**config.mk**
```make
export PLATFORM = sky130hd
export DESIGN_NAME = cal_time_keeper
export DESIGN_NICKNAME = d
export VERILOG_FILES = /design/src/rtl/cal_pkg.sv /design/src/rtl/cal_commit_slot.sv /design/src/rtl/cal_hms_counter.sv /design/src/rtl/cal_ymd_counter.sv /design/src/rtl/cal_time_keeper.sv
export SDC_FILE = /design/constraint.sdc
export NUM_CORES = 1
export LEC_CHECK = 0
export BUFFER_PORTS_ARGS = -buffer_cell sky130_fd_sc_hd__buf_2
export CAP_MARGIN = 10
export CORE_ASPECT_RATIO = 0.5
export CORE_MARGIN = 4
export CORE_UTILIZATION = 30
export CTS_CLUSTER_SIZE = 40
export DETAILED_ROUTE_END_ITERATION = 10
export PLACE_DENSITY = 0.52
export REMOVE_ABC_BUFFERS = 1
export SYNTH_ARGS = -nofsm -noshare
export SYNTH_HDL_FRONTEND = slang
export SYNTH_SLANG_ARGS = --single-unit
```
**constraint.sdc**
```tcl
create_clock -name clk -period 2.2 [get_ports clk]
set_input_delay 0.33 -clock clk [delete_from_list [all_inputs] [get_ports clk]]
set_output_delay 0.33 -clock clk [all_outputs]
set_load 0.01 [all_outputs]
```
**src/rtl/cal_pkg.sv**
```systemverilog
package cal_pkg;

    localparam int WORD_W  = 32;
    localparam int SEC_W   = 6;
    localparam int MIN_W   = 6;
    localparam int HOUR_W  = 5;
    localparam int DAY_W   = 5;
    localparam int MON_W   = 4;
    localparam int YEAR_W  = 6;
    localparam int SLOT_N  = 2;

    // index of each holding slot inside the busy vector
    typedef enum logic {
        SLOT_DATE = 1'b0,
        SLOT_TIME = 1'b1
    } slot_e;

    typedef struct packed {
        logic [HOUR_W-1:0] hour;
        logic [MIN_W-1:0]  min;
        logic [SEC_W-1:0]  sec;
    } hms_t;

    typedef struct packed {
        logic              leap;
        logic [YEAR_W-1:0] year;
        logic [MON_W-1:0]  mon;
        logic [DAY_W-1:0]  day;
    } ymd_t;

    function automatic logic [WORD_W-1:0] hms_pack(hms_t v);
        return {11'b0, v.hour, 2'b0, v.min, 2'b0, v.sec};
    endfunction

    function automatic hms_t hms_unpack(logic [WORD_W-1:0] w);
        hms_t v;
        v.sec  = w[5:0];
        v.min  = w[13:8];
        v.hour = w[20:16];
        return v;
    endfunction

    function automatic logic [WORD_W-1:0] ymd_pack(ymd_t v);
        return {9'b0, v.leap, v.year, 4'b0, v.mon, 3'b0, v.day};
    endfunction

    function automatic ymd_t ymd_unpack(logic [WORD_W-1:0] w);
        ymd_t v;
        v.day  = w[4:0];
        v.mon  = w[11:8];
        v.year = w[21:16];
        v.leap = w[22];
        return v;
    endfunction

    function automatic logic [DAY_W-1:0] month_len(logic [MON_W-1:0] mon, logic leap);
        case (mon)
            4'd2:                      return leap ? DAY_W'(29) : DAY_W'(28);
            4'd4, 4'd6, 4'd9, 4'd11:   return DAY_W'(30);
            default:                   return DAY_W'(31);
        endcase
    endfunction

    // offset 0 is 1970; a year is leap when (offset + 2) is a multiple of 4
    function automatic logic leap_of(logic [YEAR_W-1:0] year);
        logic [YEAR_W-1:0] shifted;
        shifted = year + YEAR_W'(2);
        return shifted[1:0] == 2'b00;
    endfunction

endpackage

```
**src/rtl/cal_commit_slot.sv**
```systemverilog
module cal_commit_slot #(
    parameter int W     = 32,
    parameter int TICKS = 2
) (
    input  logic         clk,
    input  logic         rst,
    input  logic         tick,
    input  logic         accept,
    input  logic [W-1:0] wdata,
    output logic         busy,
    output logic         commit,
    output logic [W-1:0] held
);
    localparam int CW = (TICKS < 2) ? 1 : $clog2(TICKS);
    localparam logic [CW-1:0] LAST = CW'(TICKS - 1);

    logic [CW-1:0] seen;

    assign commit = busy && tick && (seen == LAST);

    always_ff @(posedge clk) begin
        if (rst) begin
            busy <= 1'b0;
            seen <= '0;
            held <= '0;
        end else if (accept) begin
            busy <= 1'b1;
            seen <= '0;
            held <= wdata;
        end else if (busy && tick) begin
            if (seen == LAST) begin
                busy <= 1'b0;
            end else begin
                seen <= seen + CW'(1);
            end
        end
    end
endmodule

```
**src/rtl/cal_hms_counter.sv**
```systemverilog
module cal_hms_counter
    import cal_pkg::*;
(
    input  logic clk,
    input  logic rst,
    input  logic tick,
    input  logic load,
    input  hms_t load_val,
    output hms_t hms,
    output logic day_carry
);
    logic sec_end, min_end, hour_end;
    hms_t nxt;

    assign sec_end   = hms.sec  == SEC_W'(59);
    assign min_end   = hms.min  == MIN_W'(59);
    assign hour_end  = hms.hour == HOUR_W'(23);
    assign day_carry = tick && !load && sec_end && min_end && hour_end;

    always_comb begin
        nxt = hms;
        if (!sec_end) begin
            nxt.sec = hms.sec + SEC_W'(1);
        end else begin
            nxt.sec = '0;
            if (!min_end) begin
                nxt.min = hms.min + MIN_W'(1);
            end else begin
                nxt.min  = '0;
                nxt.hour = hour_end ? '0 : hms.hour + HOUR_W'(1);
            end
        end
    end

    always_ff @(posedge clk) begin
        if (rst) begin
            hms <= '0;
        end else if (load) begin
            hms <= load_val;
        end else if (tick) begin
            hms <= nxt;
        end
    end
endmodule

```
**src/rtl/cal_ymd_counter.sv**
```systemverilog
module cal_ymd_counter
    import cal_pkg::*;
(
    input  logic clk,
    input  logic rst,
    input  logic adv,
    input  logic load,
    input  ymd_t load_val,
    output ymd_t ymd
);
    localparam ymd_t RESET_DATE = '{leap: 1'b0, year: '0, mon: MON_W'(1), day: DAY_W'(1)};

    ymd_t nxt;
    logic [YEAR_W-1:0] year_up;

    assign year_up = ymd.year + YEAR_W'(1);

    always_comb begin
        nxt = ymd;
        if (ymd.day < month_len(ymd.mon, ymd.leap)) begin
            nxt.day = ymd.day + DAY_W'(1);
        end else begin
            nxt.day = DAY_W'(1);
            if (ymd.mon >= MON_W'(12)) begin
                nxt.mon  = MON_W'(1);
                nxt.year = year_up;
                nxt.leap = leap_of(year_up);
            end else begin
                nxt.mon = ymd.mon + MON_W'(1);
            end
        end
    end

    always_ff @(posedge clk) begin
        if (rst) begin
            ymd <= RESET_DATE;
        end else if (load) begin
            ymd <= load_val;
        end else if (adv) begin
            ymd <= nxt;
        end
    end
endmodule

```
**src/rtl/cal_time_keeper.sv**
```systemverilog
module cal_time_keeper
    import cal_pkg::*;
#(
    parameter int COMMIT_TICKS = 2
) (
    input  logic              clk,
    input  logic              rst,
    input  logic              sec_tick,
    input  logic              wr_en,
    input  logic              wr_sel_time,
    input  logic [WORD_W-1:0] wr_data,
    output logic [WORD_W-1:0] time_word,
    output logic [WORD_W-1:0] date_word,
    output logic [SLOT_N-1:0] busy_flags
);
    logic [SLOT_N-1:0] accept;
    logic [SLOT_N-1:0] commit;
    logic [WORD_W-1:0] held [SLOT_N];
    logic              any_busy;
    hms_t              hms;
    ymd_t              ymd;
    logic              day_carry;

    assign any_busy = |busy_flags;

    for (genvar g = 0; g < SLOT_N; g++) begin : g_slot
        assign accept[g] = wr_en && !any_busy && (wr_sel_time == g[0]);

        cal_commit_slot #(
            .W     (WORD_W),
            .TICKS (COMMIT_TICKS)
        ) u_slot (
            .clk    (clk),
            .rst    (rst),
            .tick   (sec_tick),
            .accept (accept[g]),
            .wdata  (wr_data),
            .busy   (busy_flags[g]),
            .commit (commit[g]),
            .held   (held[g])
        );
    end

    cal_hms_counter u_hms (
        .clk       (clk),
        .rst       (rst),
        .tick      (sec_tick),
        .load      (commit[SLOT_TIME]),
        .load_val  (hms_unpack(held[SLOT_TIME])),
        .hms       (hms),
        .day_carry (day_carry)
    );

    cal_ymd_counter u_ymd (
        .clk      (clk),
        .rst      (rst),
        .adv      (day_carry),
        .load     (commit[SLOT_DATE]),
        .load_val (ymd_unpack(held[SLOT_DATE])),
        .ymd      (ymd)
    );

    assign time_word = hms_pack(hms);
    assign date_word = ymd_pack(ymd);
endmodule

```
==> impl_summary.txt <==
----------------------------------------------------
[Status]
  Result of the run ... finished, final reports clean

[Finish]
  Fraction of layout instances using a drive strength above 1 ... 0.246
  Final Core Density ... 0.393
  Area Overhead vs Synth ... 27.7%
  Diodes inserted ... 0
  Nets ... 596
  Number of standard cells in the layout, taps in and fillers out ... 718

[Critical path]
  Instance count on the critical path ... 8
  Slowest cell on the critical path ... o41a_1
  Delay contributed by the slowest stage of the critical path ... 0.54 ns
  Bufs and invs on worst path ... 2
  Signal arrival time at the worst endpoint ... 2.36 ns
  Largest fanout on the critical path ... 6
  Worst Setup Start Kind ... register
  Worst path required time ... 2.44 ns
  Endpoint type of the worst setup path ... register
  Worst reg2reg path depth ... 8
  Critical Setup Path Class ... register to register
  Kind of cell adding the most delay to the critical path ... compound AO/OA/AOI/OAI gates
  CP Cell Sequence ... buf_6, ha_4, nor2_4, o32ai_4, buf_4, o41a_1, a41o_1, a311oi_2

[Clock tree]
  H-Tree Depth ... 3
  CTS tree ... yes
  Total CTS buffers ... 9
  Clk Latency, worst-skew pair ... 0.33 ns
  Register clock-pin slew on the reported worst setup and hold paths ... 0.06 ns
  Clock Sink Count ... 70
  Buffer cell driving the clock tree root ... clkbuf_16
  Clk buf depth ... 2
  Hold bufs inserted after CTS ... 0

[Die]
  Boundary pin count ... 103
  Die Span Y ... 85.9 um
  Die Span X ... 164 um
  Standard-cell row count ... 28
  Floorplan die area ... 14100 um2
  Std-Cell Core Area ... 11800 um2
  Effective utilization at floorplan ... 0.307

[STA]
  Max_slew headroom ... 0.550
  Achievable clock frequency ... 473 MHz
  Slew at the pin with the worst max-slew slack ... 0.675 ns
  Number of pins with negative max-slew slack in the final report ... 0
  Shortest clock period the worst path allows after layout ... 2.11 ns
  Final worst-path cycle share ... 0.961
  Slack of the critical path ... 0.0859 ns
  # setup viols final ... 0
  Total count of hold-check failures in the final report ... 0
  Setup clock skew after layout ... 0.00505 ns

[Worst hold path]
  Worst hold path cell count ... 3
  Worst min-delay path category ... input pin to register

[Synth]
  Synth unique cells ... 54
  Mapped cell area ... 3640 um2
  Post-synth top area share ... 0.385
  Async set-reset flop share out of synthesis ... 0
  Sequential fraction of the synthesis area ... 0.385
  EDFF count, synth ... 0
  List of most frequent post-synthesis cells ... nand2_1 (87), dfxtp_1 (70), a21oi_1 (55)
  Flip-flop and latch count after synthesis ... 70
  Number of warnings printed during yosys synthesis ... 0
  Cell with the most instances after synthesis ... nand2_1
  Syn Inst Count ... 468
  Area contributors post-synth ... dfxtp_1 (38%), nand2_1 (9.0%), a21oi_1 (7.6%)
  Leading register cell type out of synthesis ... dfxtp_1
  Yosys top cell by area ... dfxtp_1
  Mapped Avg Cell Area ... 7.78 um2

[Drt]
  Detailed-route wire length per cell ... 14.4 um
  Post-route antenna net violation count ... 0
  Number of DRC violations after detailed routing ... 0
  Vias per inst ... 4.75
  Number of vias after detailed routing ... 3410
  Number of DRC markers after the initial detailed-route iteration ... 183
  DRT Pass-1 Iters ... 4
  Total Wirelength ... 10.4 mm

[GRT]
  Maximum number of pins on one net before global-route repair ... 29
  Global-route wire length before repair ... 16.8 mm
  Aggregate global-route resource usage ... 0.149
  Aggregate global routing overflow ... 0
  Initial antenna violation count ... 0
  Number of global-route vias before repair ... 3230

[Placement]
  Detailed Place HPWL ... 7.40 mm
  Total placed cells including tap cells ... 697
  Worst slack after detailed placement ... -0.00119 ns
  Gpl congestion ... 0.840
  Port Buffer Count ... 58

[Power]
  Ratio of total power to cell area ... 656 nW/um2
  Flop pwr share ... 0.441
  Static Leakage ... 1.91 nW
  Maximum VDD drop ... 391 uV
  Clock Power Share ... 0.479
  Combinational power share ... 0.080
  Switching pwr ... 0.720 mW
  Sw Ratio ... 0.236
  Int Pwr ... 2.33 mW
  Post-layout power ... 3.05 mW

[Run]
  Number of violations of the max-capacitance limit ... 0

----------------------------------------------------
[tightest hold or removal path: stages]
cell and delay, ns:
buf_2 0.10, nand2_1 0.04, a21oi_1 0.05
[cells in the final DEF (no fill, tap or decap), types with 3 or more instances in the layout]
cell type  synthesis  layout
clkinv_2           0       3
a22oi_1            6       6
nand4_1            4       4
clkbuf_16          0       9
dfxtp_1           70      68
mux2i_1            4       4
a211oi_1           9       8
nand3_1           21      21
nor3_1            10      10
o2111ai_1          5       5
buf_6              0       3
a31oi_1            5       5
and3_1             7       7
buf_2              3      58
ha_1              11       5
nand2_1           87      87
nor4_1             4       4
ha_4               0       3
conb_1             1      31
ha_2               0       3
o31ai_1            5       4
nand2b_1           6       5
buf_4             33      36
o21ai_0           18      18
inv_1             11       9
a21oi_1           55      54
nor2_1            30      28
[area by class of cell]
cell class / instances / area, um2
fill: 1256 / 7190
tap: 165 / 206
sequential: 70 / 1410
inverter: 11 / 41.3
multi-input combinational: 359 / 2100
clock inverter: 4 / 45.0
timing repair buffer: 97 / 594
clock buffer: 12 / 256
[timing repair]
| item | CTS | global route |
|---|---|---|
| pin swaps | 0 | 12 |
| endpoints found under the setup margin | 3 | 16 |
| hold endpoints to repair | 0 | 0 |
| cloned | 0 | 0 |
| buffers inserted | 0 | 6 |
| resized for setup | 1 | 31 |
[registers in the layout (all words and copies together) (netlist names)]
register            count
g_slot.u_slot.held     33
u_hms.hms              17
g_slot.u_slot.seen      2
g_slot.u_slot.busy      2
u_ymd.ymd              16
[power groups by stage]
stage               combinational [mW]  sequential, mW  clock [mW]
floorplan                        0.117            1.37           0
global placement                 0.240            1.37           0
detailed placement               0.242            1.37           0
CTS                              0.243            1.35        1.50
global route                     0.276            1.35        1.55
finish                           0.244            1.35        1.46
[metal layers]
layer | vias up | wire [um] | part of all wire | GRT usage
li1 | 1755 | - | - | -
met1 | 1554 | 5200 | 0.50 | 0.212
met2 | 97 | 4500 | 0.43 | 0.223
met3 | 4 | 602 | 0.058 | 0.0379
met4 | 0 | 58 | 0.0056 | 0.0403
met5 | - | 0 | 0 | 0
[worst paths after layout]
kind | startpoint | end | slack, ns
min | wr_data[12] | g_slot[1].u_slot.held[12] | 0.24
max | u_ymd.ymd[6] | u_ymd.ymd[12] | 0.09
max reg2reg | u_ymd.ymd[6] | u_ymd.ymd[12] | 0.09
min reg2reg | g_slot[0].u_slot.held[18] | g_slot[0].u_slot.held[18] | 0.45
[cells by family after synthesis]
group	after synthesis	share of synthesized area
compound gates	126	0.218
flops	70	0.385
other cells	1	0.00103
buf+inv	69	0.106
xor+xnor	3	0.00722
fa+ha+maj	11	0.0378
mux	4	0.0110
simple gates	184	0.234
[through the flow]
stage	instance area [um2]	TNS [ns]	hold WS [ns]
after floorplan	3410	-4.36	0.399
after global placement	4160	0	0.443
after detailed placement	4160	-0.00119	0.445
after CTS	4470	0	0.229
after global routing	4650	-0.0674	0.231
final	4650	0	0.244
Power figures use the tool's default switching activity.
